<file path="src/rtl/tsi_port_pkg.sv">
package tsi_port_pkg;

  typedef enum logic [1:0] {
    SEL_NONE = 2'b00,
    SEL_DATA = 2'b01,
    SEL_CML  = 2'b10,
    SEL_CMH  = 2'b11
  } mem_sel_e;

  typedef enum logic [2:0] {
    ST_IDLE,
    ST_WAIT,
    ST_STRB,
    ST_LOAD,
    ST_ACK
  } seq_state_e;

  // control register bit positions (neighbours decode these)
  localparam int CTL_SPLIT  = 7;
  localparam int CTL_PMODE  = 6;
  localparam int CTL_MSEL_H = 4;
  localparam int CTL_MSEL_L = 3;

  // memory reached by a windowed access
  function automatic mem_sel_e pick_target(input logic is_read,
                                           input logic split,
                                           input logic [1:0] msel);
    if (split) return is_read ? SEL_DATA : SEL_CML;
    return mem_sel_e'(msel);
  endfunction

endpackage

</file>
<file path="src/rtl/tsi_sync.sv">
module tsi_sync #(
  parameter int WIDTH = 2,
  parameter int STAGES = 2,
  parameter logic [WIDTH-1:0] RESET_VAL = '0
) (
  input  logic             clk,
  input  logic             rst,
  input  logic [WIDTH-1:0] d,
  output logic [WIDTH-1:0] q
);

  logic [WIDTH-1:0] chain [STAGES];

  always_ff @(posedge clk) begin
    if (rst) chain[0] <= RESET_VAL;
    else     chain[0] <= d;
  end

  for (genvar i = 1; i < STAGES; i++) begin : g_stage
    always_ff @(posedge clk) begin
      if (rst) chain[i] <= RESET_VAL;
      else     chain[i] <= chain[i-1];
    end
  end

  assign q = chain[STAGES-1];

endmodule

</file>
<file path="src/rtl/tsi_ctrl_reg.sv">
module tsi_ctrl_reg #(
  parameter int STREAM_W = 3,
  localparam int VAL_W = STREAM_W + 5
) (
  input  logic                clk,
  input  logic                rst,
  input  logic                wr_en,
  input  logic                wr_split,
  input  logic                wr_pmode,
  input  logic [1:0]          wr_msel,
  input  logic [STREAM_W-1:0] wr_strm,
  output logic                split,
  output logic                pmode,
  output logic [1:0]          msel,
  output logic [STREAM_W-1:0] strm,
  output logic [VAL_W-1:0]    value
);

  always_ff @(posedge clk) begin
    if (rst) begin
      split <= 1'b0;
      pmode <= 1'b0;
      msel  <= 2'b00;
      strm  <= '0;
    end else if (wr_en) begin
      split <= wr_split;
      pmode <= wr_pmode;
      msel  <= wr_msel;
      strm  <= wr_strm;
    end
  end

  // spare bit reads back as zero
  assign value = {split, pmode, 1'b0, msel, strm};

endmodule

</file>
<file path="src/rtl/tsi_access_seq.sv">
module tsi_access_seq
  import tsi_port_pkg::*;
#(
  parameter int DATA_W = 8,
  parameter int CHAN_W = 5,
  parameter int STREAM_W = 3,
  parameter int CMH_BITS = 3,
  localparam int ADDR_W = CHAN_W + 1,
  localparam int MEM_AW = STREAM_W + CHAN_W
) (
  input  logic                clk,
  input  logic                rst,
  input  logic                act,
  input  logic                rw_in,
  input  logic [ADDR_W-1:0]   addr_in,
  input  logic [DATA_W-1:0]   wdata_in,
  input  logic                slot_tick,
  input  logic [DATA_W-1:0]   mem_rdata,
  input  logic                split,
  input  logic [1:0]          msel,
  input  logic [STREAM_W-1:0] strm,
  input  logic [DATA_W-1:0]   ctrl_value,
  output logic                ctrl_wr,
  output logic                ack_pull,
  output logic [DATA_W-1:0]   rd_data,
  output logic                rd_oe,
  output logic                mem_rd,
  output logic                mem_wr,
  output logic [1:0]          mem_sel,
  output logic [MEM_AW-1:0]   mem_addr,
  output logic [DATA_W-1:0]   mem_wdata
);

  localparam logic [DATA_W-1:0] CMH_MASK = DATA_W'((1 << CMH_BITS) - 1);

  seq_state_e        state;
  logic              lat_rw;
  logic              lat_reg;
  logic [CHAN_W-1:0] lat_chan;
  logic [DATA_W-1:0] lat_wdata;
  mem_sel_e          tgt;
  logic              rd_ok;
  logic              wr_ok;

  always_comb begin
    tgt     = pick_target(lat_rw, split, msel);
    rd_ok   = lat_rw && (tgt != SEL_NONE);
    wr_ok   = !lat_rw && ((tgt == SEL_CML) || (tgt == SEL_CMH));
    ctrl_wr = (state == ST_IDLE) && act && !rw_in && !addr_in[ADDR_W-1];
  end

  always_ff @(posedge clk) begin
    if (rst) begin
      state     <= ST_IDLE;
      lat_rw    <= 1'b0;
      lat_reg   <= 1'b0;
      lat_chan  <= '0;
      lat_wdata <= '0;
      ack_pull  <= 1'b0;
      rd_data   <= '0;
      rd_oe     <= 1'b0;
      mem_rd    <= 1'b0;
      mem_wr    <= 1'b0;
      mem_sel   <= SEL_NONE;
      mem_addr  <= '0;
      mem_wdata <= '0;
    end else begin
      case (state)
        ST_IDLE: begin
          if (act) begin
            lat_rw    <= rw_in;
            lat_reg   <= !addr_in[ADDR_W-1];
            lat_chan  <= addr_in[CHAN_W-1:0];
            lat_wdata <= wdata_in;
            if (ctrl_wr) begin
              ack_pull <= 1'b1;
              state    <= ST_ACK;
            end else begin
              state    <= ST_WAIT;
            end
          end
        end
        ST_WAIT: begin
          if (slot_tick) begin
            if (lat_reg) begin
              rd_data  <= ctrl_value;
              rd_oe    <= 1'b1;
              ack_pull <= 1'b1;
              state    <= ST_ACK;
            end else begin
              mem_rd    <= rd_ok;
              mem_wr    <= wr_ok;
              mem_sel   <= tgt;
              mem_addr  <= {strm, lat_chan};
              mem_wdata <= lat_wdata;
              state     <= ST_STRB;
            end
          end
        end
        ST_STRB: begin
          mem_rd <= 1'b0;
          mem_wr <= 1'b0;
          state  <= ST_LOAD;
        end
        ST_LOAD: begin
          if (!rd_ok)               rd_data <= '0;
          else if (tgt == SEL_CMH)  rd_data <= mem_rdata & CMH_MASK;
          else                      rd_data <= mem_rdata;
          rd_oe    <= lat_rw;
          ack_pull <= 1'b1;
          state    <= ST_ACK;
        end
        ST_ACK: begin
          if (!act) begin
            ack_pull <= 1'b0;
            rd_oe    <= 1'b0;
            state    <= ST_IDLE;
          end
        end
        default: state <= ST_IDLE;
      endcase
    end
  end

endmodule

</file>
<file path="src/rtl/tsi_cpu_port.sv">
module tsi_cpu_port
  import tsi_port_pkg::*;
#(
  parameter int SYNC_STAGES = 2,
  parameter int CHAN_W = 5,
  parameter int STREAM_W = 3,
  parameter int CMH_BITS = 3,
  localparam int DATA_W = STREAM_W + 5,
  localparam int ADDR_W = CHAN_W + 1,
  localparam int MEM_AW = STREAM_W + CHAN_W
) (
  input  logic              clk,
  input  logic              rst,
  input  logic              cs_n,
  input  logic              ds,
  input  logic              rw,
  input  logic [ADDR_W-1:0] addr,
  input  logic [DATA_W-1:0] wdata,
  input  logic              slot_tick,
  input  logic [DATA_W-1:0] mem_rdata,
  output logic              ack_pull,
  output logic [DATA_W-1:0] rd_data,
  output logic              rd_oe,
  output logic              mem_rd,
  output logic              mem_wr,
  output logic [1:0]        mem_sel,
  output logic [MEM_AW-1:0] mem_addr,
  output logic [DATA_W-1:0] mem_wdata,
  output logic              proc_mode
);

  logic [1:0]          bus_s;
  logic                act;
  logic                ctrl_wr;
  logic                split;
  logic [1:0]          msel;
  logic [STREAM_W-1:0] strm;
  logic [DATA_W-1:0]   ctrl_value;

  tsi_sync #(.WIDTH(2), .STAGES(SYNC_STAGES), .RESET_VAL(2'b10)) u_sync (
    .clk (clk),
    .rst (rst),
    .d   ({cs_n, ds}),
    .q   (bus_s)
  );

  assign act = !bus_s[1] && bus_s[0];

  tsi_ctrl_reg #(.STREAM_W(STREAM_W)) u_ctrl (
    .clk      (clk),
    .rst      (rst),
    .wr_en    (ctrl_wr),
    .wr_split (wdata[CTL_SPLIT]),
    .wr_pmode (wdata[CTL_PMODE]),
    .wr_msel  (wdata[CTL_MSEL_H:CTL_MSEL_L]),
    .wr_strm  (wdata[STREAM_W-1:0]),
    .split    (split),
    .pmode    (proc_mode),
    .msel     (msel),
    .strm     (strm),
    .value    (ctrl_value)
  );

  tsi_access_seq #(
    .DATA_W(DATA_W), .CHAN_W(CHAN_W), .STREAM_W(STREAM_W), .CMH_BITS(CMH_BITS)
  ) u_seq (
    .clk        (clk),
    .rst        (rst),
    .act        (act),
    .rw_in      (rw),
    .addr_in    (addr),
    .wdata_in   (wdata),
    .slot_tick  (slot_tick),
    .mem_rdata  (mem_rdata),
    .split      (split),
    .msel       (msel),
    .strm       (strm),
    .ctrl_value (ctrl_value),
    .ctrl_wr    (ctrl_wr),
    .ack_pull   (ack_pull),
    .rd_data    (rd_data),
    .rd_oe      (rd_oe),
    .mem_rd     (mem_rd),
    .mem_wr     (mem_wr),
    .mem_sel    (mem_sel),
    .mem_addr   (mem_addr),
    .mem_wdata  (mem_wdata)
  );

endmodule

</file>
<file path="config.mk">
export PLATFORM = sky130hd
export DESIGN_NAME = tsi_cpu_port
export DESIGN_NICKNAME = d
export VERILOG_FILES = /design/src/rtl/tsi_port_pkg.sv /design/src/rtl/tsi_sync.sv /design/src/rtl/tsi_ctrl_reg.sv /design/src/rtl/tsi_access_seq.sv /design/src/rtl/tsi_cpu_port.sv
export SDC_FILE = /design/constraint.sdc
export NUM_CORES = 1
export LEC_CHECK = 0
export BUFFER_PORTS_ARGS = -buffer_cell sky130_fd_sc_hd__buf_4
export CAP_MARGIN = 20
export CORE_MARGIN = 8
export CORE_UTILIZATION = 48
export CTS_BUF_LIST = sky130_fd_sc_hd__clkbuf_16
export CTS_CLUSTER_SIZE = 28
export DETAILED_ROUTE_END_ITERATION = 10
export PLACE_DENSITY = 0.85
export SYNTH_ARGS = -nofsm -noshare
export SYNTH_HDL_FRONTEND = slang
export SYNTH_SLANG_ARGS = --single-unit
</file>
<file path="constraint.sdc">
create_clock -name clk -period 1.8 [get_ports clk]
set_clock_uncertainty 0.05 [all_clocks]
set_input_delay 0.18 -clock clk [delete_from_list [all_inputs] [get_ports clk]]
set_output_delay 0.18 -clock clk [all_outputs]
set_load 0.01 [all_outputs]
</file>
* Yosys cells after proc, flatten, opt, wreduce, memory -nomap -nowiden *
Memory sizes are Yosys's and may differ from the RTL's.
Cells that the tools add are included.

word-level totals
  bits in registers = 55
  RAM bits = 4
  memories kept = 1

memory list
  memory        words  width  rd ports  clocked after memory_dff  wr ports  RTL line        text
  u_sync.chain  2      2      2         0                         2         tsi_sync.sv:12  logic [WIDTH-1:0] chain [STAGES];

cells by class
  equal/unequal tests = 12
  multiplexer cells = 33
  bitwise operators = 3
  reductions and logical operators = 24

operator list
  operator              count
  $mux W8               4
  $pmux W8 S2           1
  $mux W3               5
  $pmux W3 S5           1
  $mux W1               13
  $reduce_and A3 Y1     4
  $mux W2               5
  $ne A2 B2 Y1 const B  4
  $eq A3 B2 Y1 const B  2
  $logic_and A1 B1 Y1   6
  $reduce_and A6 Y1     1
  $reduce_bool A2 Y1    3
  $eq A2 B2 Y1 const B  2
  $logic_not A1 Y1      4
  $ne A2 B1 Y1 const B  2
  $pmux W1 S2           2
  $pmux W1 S4           1
  $reduce_and A4 Y1     1
  $reduce_bool A4 Y1    1
  $eq A3 B1 Y1 const B  1
  $eq A3 B3 Y1 const B  1
  $logic_not A3 Y1      1
  $pmux W1 S3           1
  $reduce_bool A3 Y1    1
  4 further kinds       5

* Longest topological paths before layout *
  depth in word-level cells = 9
  mapped depth = 6
  mapped depth without buffers = 3

* By module *
A second synthesis with hierarchy kept.

unflattened totals
  cell total of the unflattened synthesis = 277
  area total of the unflattened synthesis = 2,442.3 µm²

modules (own cells, without submodules)
  module          times used  cells each  area each (µm²)  seq. area each (µm²)
  tsi_access_seq  1           237         2,011.9          960.9
  tsi_ctrl_reg    1           31          311.5            140.1
  tsi_sync        1           8           105.1            80.1
  tsi_cpu_port    1           1           13.8             0.0

* Worst setup path after synthesis *
No wires, ideal clock.

  kind = reg-to-reg
  from = register u_seq.state[1]
  to = register u_ctrl.msel[0]
  library setup time = 0.072 ns
  arrival = 1.595 ns
  data required time = 1.678 ns
  slack = 0.083 ns
  cell stages (with the launch flop) = 6
  path buffers = 2
  period minus slack after synthesis = 1.717 ns
  cells stage by stage = dfxtp_1 -> buf_6 -> or4b_4 -> buf_6 -> nor3_4 -> mux2i_1

on the way
  longest elaborated chain between the ends = 4

ends and longest elaborated chain
  what                               RTL line              text
  start, declared                    tsi_access_seq.sv:36  seq_state_e state;
  start signal, assigned             tsi_access_seq.sv:54  state <= ST_IDLE;
  start signal, assigned             tsi_access_seq.sv:77  state <= ST_ACK;
  start signal, assigned             tsi_access_seq.sv:79  state <= ST_WAIT;
  $logic_not A3 Y1                   tsi_access_seq.sv:49  ctrl_wr = (state == ST_IDLE) && act && !rw_in && !addr_in[ADDR_W-1];
  $logic_and A1 B1 Y1 (3 in series)  tsi_access_seq.sv:49
  end signal, assigned               tsi_ctrl_reg.sv:28    msel <= wr_msel;
  end, declared                      tsi_ctrl_reg.sv:14    output logic [1:0] msel,

Every way passes these cells.
A chain may end at the register's enable or synchronous reset.

* Worst setup path after layout *
  from = register u_seq.state[0]
  to = register u_ctrl.msel[0]

The elaborated chain is that of the path after synthesis.

==> results.toml <==
[layout]
final_cell_count_no_fill = 416
layout_commonest_cell = "sky130_fd_sc_hd__buf_4"
layout_area_overhead_pct = 31.9
finish.net_count = 369
fill_cells = 446
antenna_cells_inserted = 0
post_route_cells_drive_above_1_share = 0.272
final_cell_mix = "sky130_fd_sc_hd__buf_4, sky130_fd_sc_hd__dfxtp_1, sky130_fd_sc_hd__a21oi_1, sky130_fd_sc_hd__o21ai_0, sky130_fd_sc_hd__nand3_1"

[yosys]
synthArstFlopShare = 0
synth_top_family_by_area = "compound AO/OA/AOI/OAI gates"
synthesized_flop_and_latch_total = 59
synth.area.mux_share = 0.0280
syn_inst = 289
ys_dominant_reg_cell = "sky130_fd_sc_hd__dfxtp_1"
yosysUniqueCellTypes = 41
number_of_synthesized_flops_with_an_enable_pin = 0
ys_seq_area_frac = 0.472
synth_warnings = 0
yosys.area_share.adder = 0
synth-simple-area-share = 0.165
synth_area_per_inst_um2 = 8.66
synthesis.area_um2 = 2500
post_synth_xor_area_fraction = 0.00350
area_fraction_in_compound_gates_after_synthesis = 0.262
synth_fp_nets = 317

[route]
detail_route.iter0.violations = 179
wl_met3_um = 498
route.detailed.wl_per_inst_um = 17.0
met1_length_mm = 2.83
wirelength_mm = 7.09
route.detailed.vias_per_inst = 5.93
firstDrtPassIters = 5
met2_wirelength_mm = 3.58
number_of_nets_still_failing_antenna_checks_after_routing = 0
dr_drc_count = 0
via_count = 2466
topRoutingLayerUsed = "met4"

[floorplan]
coreArea_um2 = 5070
rows = 26
fp.dieArea_um2 = 7780
io_pins = 59
die_span_in_y_um = 88.2
floorplan.die.width_um = 88.2
initial_cell_density_of_the_core = 0.493

[global_route]
overflow = 0
global_route_wire_length_before_repair_mm = 11.2
antenna_found_initial = 0
grt_use_total = 0.187
grt_max_degree = 32
grt_pass1_vias = 2340

[clock_tree]
clk_root_buffer_cell = "sky130_fd_sc_hd__clkbuf_16"
cts_tree = "built"
clock_tree.htree_level_count = 3
cts_num_sinks = 59
cts.clk_slew.worst_paths_ns = 0.05
tritoncts.num_buffers = 9
cts.path.max_buffers = 2
clk-insertion-delay-late_ns = 0.33
post-cts-setup-buffers = 0

[sta]
final.hold.worst_slack_ns = 0.0281
slew_headroom = 0.574
unrepaired_setup_endpoints_after_global_routing = "false"
layout_min_cycle_time_ns = 1.68
period_share = 0.932
worst-slew-pin-transition_ns = 0.638
fin_tns_setup_ns = 0
report.final.slew_viol_count = 0
finalHoldViolations = 0
setup-violations-final = 0
fmax_ghz = 0.596

[placed_design]
routabilityCongestion = 0.891
place.port_buffers = 58
place_inst = 399
hpwlAfterDp_mm = 4.68

[hold_path]
min_path_type = "in -> reg"

[worst_setup_path]
setup.worst_path.end_class = "flip-flop"
timing.critical_path.fanout_max = 8
worst_setup_path_start_kind = "flip-flop"
timing.critical_path.required_ns = 2.00
critical_path_class = "reg -> reg"
timing.critical_path.arrival_ns = 1.88

[power]
maximum_vdd_ir_drop_mv = 0.828
totalPowerFinal_mw = 3.09
leakage_nw = 1.19
power.density_nw_per_um2 = 935

[run_status]
outcome = "finished, final reports clean"

[run]
timing.max_cap.violations = 0
repair_timing:
| action | in CTS | in global routing |
|---|---|---|
| resized for setup | 0 | 0 |
| endpoints found under the hold margin | 1 | 0 |
| setup endpoints to repair | 0 | 2 |
| hold buffers | 1 | 0 |
metal layers:
metal | up-vias | GRT usage
li1 | 1165 | -
met1 | 1179 | 0.220
met2 | 107 | 0.304
met3 | 15 | 0.0436
met4 | 0 | 0.112
met5 | - | 0
kinds of logic after synthesis:
kind of cell | count (synthesis)
compound gates | 110
xor+xnor | 1
buf+inv | 42
flops | 59
mux | 7
simple gates | 70
worst max-delay path, stage by stage, from the launching register on:
cell and delay (ns):
sky130_fd_sc_hd__dfxtp_1 0.31, sky130_fd_sc_hd__or4b_4 0.61, sky130_fd_sc_hd__nor3_4 0.39, sky130_fd_sc_hd__mux2i_1 0.25
through the flow:
stage	setup slack (ns)	util	area (um^2)
after CTS	0.0856	0.651	3300
after global placement	0.170	0.592	3010
final	0.123	0.651	3300
after detailed placement	0.103	0.592	3010
after global routing	0.0405	0.651	3300
after floorplan	0.0829	-	2500
area by class of cell:
class                      instances  area (um^2)  area share
clock inverter                     7         60.1      0.0182
sequential                        59         1180       0.358
timing repair buffer              73          563       0.171
inverter                          10         37.5      0.0114
multi-input combinational        188         1150       0.347
tap                               70         87.6      0.0265
clock buffer                       9          225      0.0682
worst paths after layout:
path                                                     from                            end  slack, ns  depth (start not counted)
worst max register to register    u_seq.state[0]$_SDFFE_PP0P_    u_ctrl.msel[0]$_SDFFE_PP0P_       0.12                          3
worst max-delay path              u_seq.state[0]$_SDFFE_PP0P_    u_ctrl.msel[0]$_SDFFE_PP0P_       0.12                          3
worst min-delay path                                       ds  u_sync.chain[0][0]$_SDFF_PP0_       0.03                          2
worst min register to register  u_sync.chain[0][1]$_SDFF_PP1_  u_sync.chain[1][1]$_SDFF_PP1_       0.37                          1
Yosys cell counts, drive strengths merged, types with 2 or more instances:
cell type	instances	area, um^2
nand3b	5	37.5
o2111ai	5	43.8
nand3	32	160
or2	4	25.0
o211ai	5	37.5
mux2i	7	70.1
a21oi	45	225
nand4	2	12.5
nand2	11	41.3
o21ai	35	175
nor2	2	7.51
a31o	2	17.5
clkbuf	26	97.6
nor3	3	26.3
nor2b	3	18.8
a311oi	3	26.3
inv	9	33.8
o311a	3	30.0
dfxtp	59	1180
a221oi	5	43.8
buf	6	40.0
report_power, final:
| group | switching (mW) | internal (mW) |
|---|---|---|
| logic | 0.0717 | 0.0619 |
| registers | 0.00556 | 1.32 |
| clock network | 0.580 | 1.05 |
No activity file was read; power rests on OpenSTA's default activity.
